--- src/rtl/idx_addr_gen.sv ---
module idx_addr_gen #(
  parameter int DW = 8
) (
  input  logic            clk,
  input  logic            rst_n,
  input  logic            start,
  input  logic [1:0]      mode,
  input  logic [1:0]      acc,
  input  logic [2*DW-1:0] base,
  input  logic [DW-1:0]   index,
  output logic [2*DW-1:0] bus_addr,
  output logic            dummy_rd,
  output logic            done
);
  localparam int AW = 2 * DW;
  localparam logic [1:0] S_IDLE = 2'd0, S_DUM = 2'd1, S_FIN = 2'd2;
  localparam logic [1:0] A_READ = 2'b00;

  logic [1:0]    st;
  logic [DW-1:0] lo_q, raw_hi_q, fin_hi_q;
  logic          zp_q;
  logic [1:0]    acc_q;

  logic [DW:0]   lo_sum;
  logic          carry, is_zp, need_dummy;
  logic [DW-1:0] raw_hi;

  assign lo_sum     = {1'b0, base[DW-1:0]} + {1'b0, index};
  assign carry      = lo_sum[DW];
  assign is_zp      = (mode == 2'b00);
  assign raw_hi     = is_zp ? '0 : base[AW-1:DW];
  assign need_dummy = !is_zp && ((acc != A_READ) || carry);

  always_ff @(posedge clk) begin
    if (!rst_n) begin
      st       <= S_IDLE;
      lo_q     <= '0;
      raw_hi_q <= '0;
      fin_hi_q <= '0;
      zp_q     <= 1'b0;
      acc_q    <= A_READ;
    end else begin
      case (st)
        S_IDLE: if (start) begin
          lo_q     <= lo_sum[DW-1:0];
          raw_hi_q <= raw_hi;
          fin_hi_q <= raw_hi + {{(DW-1){1'b0}}, carry & ~is_zp};
          zp_q     <= is_zp;
          acc_q    <= acc;
          st       <= need_dummy ? S_DUM : S_FIN;
        end
        S_DUM:   st <= S_FIN;
        default: st <= S_IDLE;
      endcase
    end
  end

  assign dummy_rd = (st == S_DUM);
  assign done     = (st == S_FIN);
  assign bus_addr = dummy_rd ? {raw_hi_q, lo_q} :
                    done     ? {fin_hi_q, lo_q} : '0;

  AST_IDLE_QUIET: assert property (@(posedge clk) disable iff (!rst_n)
    (!dummy_rd && !done) |-> (bus_addr == '0));
  AST_ZP_PAGE: assert property (@(posedge clk) disable iff (!rst_n)
    (done && zp_q) |-> (bus_addr[AW-1:DW] == '0));
  AST_READ_DUMMY_CROSSES: assert property (@(posedge clk) disable iff (!rst_n)
    (dummy_rd && acc_q == A_READ) |=> (bus_addr[AW-1:DW] != $past(bus_addr[AW-1:DW])));
  AST_NONREAD_VIA_DUMMY: assert property (@(posedge clk) disable iff (!rst_n)
    (done && !zp_q && acc_q != A_READ) |-> $past(dummy_rd));
  AST_ONE_PHASE: assert property (@(posedge clk) disable iff (!rst_n)
    $onehot0({dummy_rd, done}));
  AST_DUMMY_THEN_DONE: assert property (@(posedge clk) disable iff (!rst_n)
    dummy_rd |=> (done && bus_addr[DW-1:0] == $past(bus_addr[DW-1:0])));
endmodule

--- config.mk ---
export PLATFORM = sky130hd
export DESIGN_NAME = idx_addr_gen
export DESIGN_NICKNAME = d
export VERILOG_FILES = /design/src/rtl/idx_addr_gen.sv
export SDC_FILE = /design/constraint.sdc
export NUM_CORES = 1
export LEC_CHECK = 0
export ABC_AREA = 0
export BUFFER_PORTS_ARGS = -buffer_cell sky130_fd_sc_hd__buf_2
export CAP_MARGIN = 40
export CELL_PAD_IN_SITES_DETAIL_PLACEMENT = 1
export CELL_PAD_IN_SITES_GLOBAL_PLACEMENT = 1
export CORE_MARGIN = 2
export CORE_UTILIZATION = 40
export DETAILED_ROUTE_END_ITERATION = 10
export PLACE_DENSITY = 0.82
export SLEW_MARGIN = 40
export SYNTH_ARGS = -nofsm -noshare
export SYNTH_HDL_FRONTEND = slang
export SYNTH_SLANG_ARGS = --single-unit
--- constraint.sdc ---
create_clock -name clk -period 4.23 [get_ports clk]
set_input_delay 1.0575 -clock clk [delete_from_list [all_inputs] [get_ports clk]]
set_output_delay 1.0575 -clock clk [all_outputs]
set_load 0.05 [all_outputs]
======== Word level (Yosys, flattened, before mapping) ========
Index checks and enable logic that the tools add are counted.
storage, ports and cells
  latch bits .............................. 0
  memories ................................ 0
  bits of input ports ..................... 31
  ROM bits ................................ 0
  flip-flop bits (word level) ............. 26
  output and inout bits ................... 18
  logic and storage cells ................. 24
  memory bits (writable) .................. 0
cells by class
  $mul .................................... 0
  equality and inequality tests ........... 3
  shift operators ......................... 0
  add/sub/neg operators ................... 2
  $lt $le $gt $ge ......................... 0
  reduce and logical (&&, ||, !) cells .... 7
  mux-type cells .......................... 6
  bitwise logic cells ..................... 2
  div/mod/pow operators ................... 0
operator list
  cell                                                 number
  2-to-1 mux 16 bit                                    2
  adder 8 x 8 -> 9 bit                                 1
  adder 8 x 1 -> 8 bit                                 1
  2-to-1 mux 8 bit                                     1
  logical NOT 2 bit                                    2
  2-to-1 mux 2 bit                                     2
  case mux 2 bit (2 select lines)                      1
  equality test 2 x 1 -> 1 bit, second input constant  1
  equality test 2 bit, second input constant           1
  != test 2 bit, second input constant                 1
  AND reduction 2 bit                                  1
  nonzero test 2 bit                                   1
  AND 1 bit                                            1
  logical AND 1 bit                                    1
  logical NOT 1 bit                                    1
  logical OR 1 bit                                     1
  inverter 1 bit                                       1

======== Longest topological paths before layout ========
  word-level depth ........................ 6
  gate-level depth with buffers ........... 12
  mapped depth without buffers ............ 12

======== Worst setup path before layout ========
Ideal clock, no wire load.
  path kind ............................... input -> register
  start ................................... input base[0]
  end ..................................... register fin_hi_q[6]
  cell stages on the path ................. 12
  setup slack ............................. 997 ps
  data required time ...................... 4160 ps
  path buffers ............................ 0
  data arrival time ....................... 3163 ps
  setup time .............................. 70 ps
  cell sequence ........................... ha_1 > fa_1 > a21o_1 > a221oi_2 > nand3b_1 > a21oi_1 > ha_1 > ha_1 > nand3_1 > o21a_1 > o21ai_0 > a21boi_1
between the ends
  cells in the longest elaborated chain, start to end .. 3
RTL lines
  element               line  text
  start, declared       9     input logic [2*DW-1:0] base,
  adder 8 x 8 -> 9 bit  28    assign lo_sum = {1'b0, base[DW-1:0]} + {1'b0, index};
  AND 1 bit             47    fin_hi_q <= raw_hi + {{(DW-1){1'b0}}, carry & ~is_zp};
  adder 8 x 1 -> 8 bit  47
  end signal, assigned  47
  end, declared         20    logic [DW-1:0] lo_q, raw_hi_q, fin_hi_q;
No other way between the ends.
A chain may end at the register's enable or synchronous reset.

======== Final worst setup path ========
Ends and elaborated chain as after synthesis.

==> results.tsv <==
metric	value	unit
async_flop_share	0	
place.gp.congestion	0.7568	
fp.dieArea	0.004593	mm2
drive_gt1_frac	0.2596	
post-route-util	0.4941	
required	4.44	ns
crit_fanout	3	
synth_top_cell_by_area	dfxtp_1	
dpl.cell_count	281	
holdPathEnd	fin_hi_q[5]	
drv_slew	0	
yosys_warnings	0	
io_pins	49	
cap_violations	0	
worst_pin_slew	0.6266	ns
worstReg2RegEnd	fin_hi_q[6]	
fin_crit	3.337	ns
arrival	3.54	ns
yosysUniqueCellTypes	41	
ys_ff_latch	26	
r2r_slack	2.51	ns
grt_pass1_vias	1532	
slew_headroom	0.5823	
rr_worst_depth	4	
hp-class	reg2reg	
fin_nets	278	
htreeDepth	1	
cts_buffers	3	
postSynthAreaPerCell	8.516	um2
numPortBuffers	48	
fin_ws	0.8926	ns
end_kind	register	
final_common_cell	buf_2	
r2r_start	st[1]	
finalSetupViolations	0	
cts.sinks	26	
rows	23	
drcViolationCount	0	
synth_nets	233	
vias	1555	
ys_top_cells_by_area	dfxtp_1, ha_1, nand2_1	
cts_tree	built	
antennaDiodeCount	0	
leakagePower	0.8909	nW
cts_root_buf	clkbuf_8	
synth_ff_type	dfxtp_1	
grt_start_max_net_pins	35	
mostFrequentLayoutCells	buf_2, nand2_1, dfxtp_1	
dr.pass1.iters	4	
design_area	0.001948	mm2
drtIter0Drc	91	
synth_enable_flop_cells	0	
clk_pin_slew	0.09	ns
die_w	67.77	um
antenna_found_initial	0	
start_util	0.4126	
peakVddDrop	0.0001292	V
post_cts_buffers	0	
rsz0062_at_grt	false	
start_kind	input pin	
layout-area-overhead-vs-synth	19.77	%
wl	4386	um
min_from	fin_hi_q[5]	
yosysSeqAreaShare	0.3200	
hpwl	3234	um
grt_first_pass_wirelength	7065	um
synthesis.area	0.001627	mm2
dp_slack	0.6738	ns
clock_path_buffers	2	
synthCells	191	
hold_depth	2	
grt_use_total	0.2051	
worst-setup-path-type	in2reg	
routedWlPerCell	15.39	um
outcome	complete, no violations	
hold_viol	0	
grt-ovfl-total	0	
fmax	299.6	MHz
drtAntennaViolNets	0	
clk_latency	0.27	ns
synth_top_area_frac	0.3200	
design.core.area	0.003943	mm2
setup_tns	0	ns
pwr_density_cell	314.4	mW/mm2
final_cells	285	
vias_per_cell	5.456	
chipHeight	67.77	um
fin_worst_skew	0.002399	ns
holdBufCountCts	0	
finalCritPeriodShare	0.7890	
place_area	0.001893	mm2
ctsResizeCount	0	
routing by layer:
layer / track usage / wire length [um]
met5: 0 / 0
met4: 0.05250 / 44
met3: 0.02667 / 142
met2: 0.3566 / 2160
met1: 0.2667 / 2039
area by class of cell:
cell class / instances / area (um2)
clock buffers: 4 / 55.05
fillers: 506 / 1994
multi-input cells: 153 / 1044
repair buffers: 51 / 262.8
inverters: 1 / 3.754
flip-flops and latches: 26 / 520.5
well taps: 50 / 62.56
state kept, by name (all words and copies together), names as in the netlist:
register,flops
st,2
raw_hi_q,8
fin_hi_q,8
lo_q,8
critical path: stages:
cell and delay (ns):
buf_2 0.10, ha_1 0.22, fa_1 0.41, a21o_1 0.22, a221oi_2 0.33, nand3b_1 0.16, a21oi_1 0.07, ha_1 0.22
ha_1 0.21, nand3_1 0.14, o21a_1 0.15, o21ai_0 0.11, a21boi_1 0.15
power breakdown:
group / internal [mW] / leakage (nW) / switching [mW]
Sequential: 0.265 / 0.213 / 0.0121
Combinational: 0.0646 / 0.649 / 0.107
Clock: 0.0832 / 0.0288 / 0.0810
Total: 0.413 / 0.891 / 0.200
cells in the mapped netlist, types with 2 or more instances:
cell type / count
and4b_1: 2
o211ai_1: 3
and2_1: 11
a31oi_1: 2
o21a_1: 4
ha_1: 10
nor2_1: 2
a21oi_1: 6
a22oi_1: 2
nand3b_1: 2
o21ai_0: 7
nand2_1: 29
a22o_1: 8
nand3_1: 13
dfxtp_1: 26
nor3_1: 4
clkbuf_1: 4
nor2b_1: 5
nand4b_1: 2
buf_2: 5
nor3b_2: 2
xor2_1: 2
a21boi_0: 12
and3_1: 3
a21o_1: 3
a21boi_1: 2
xnor2_1: 5
o211a_1: 2
logic make-up (layout without fill, tap and decap cells):
kind of cell,count (synthesis),after routing,synth area share
adders and majority gates,11,11,0.08923
buffers and inverters,12,56,0.03846
AOI/OAI and AO/OA,56,56,0.2500
xor gates and xnor gates,7,7,0.03769
DFF,26,26,0.3200
and+or+nand+nor,79,79,0.2646
worst max path at each step:
stage / startpoint / to / slack, ns
6_report: base[0] / fin_hi_q[6] / 0.89
2_1_floorplan: base[0] / fin_hi_q[6] / 1.0
3_5_place_dp: base[0] / fin_hi_q[6] / 0.67
4_1_cts: base[0] / fin_hi_q[6] / 0.91
3_3_place_gp: base[0] / fin_hi_q[6] / 0.75
5_1_grt: base[0] / fin_hi_q[6] / 0.75
through the flow:
step                hold WS, ns  total power, mW
global route             0.4923           0.6492
floorplan                0.4305           0.4018
finish                   0.4603           0.6124
global placement         0.4438           0.4480
CTS                      0.4621           0.6184
detailed placement       0.4485           0.4533
(Power assumes the default switching activity.)
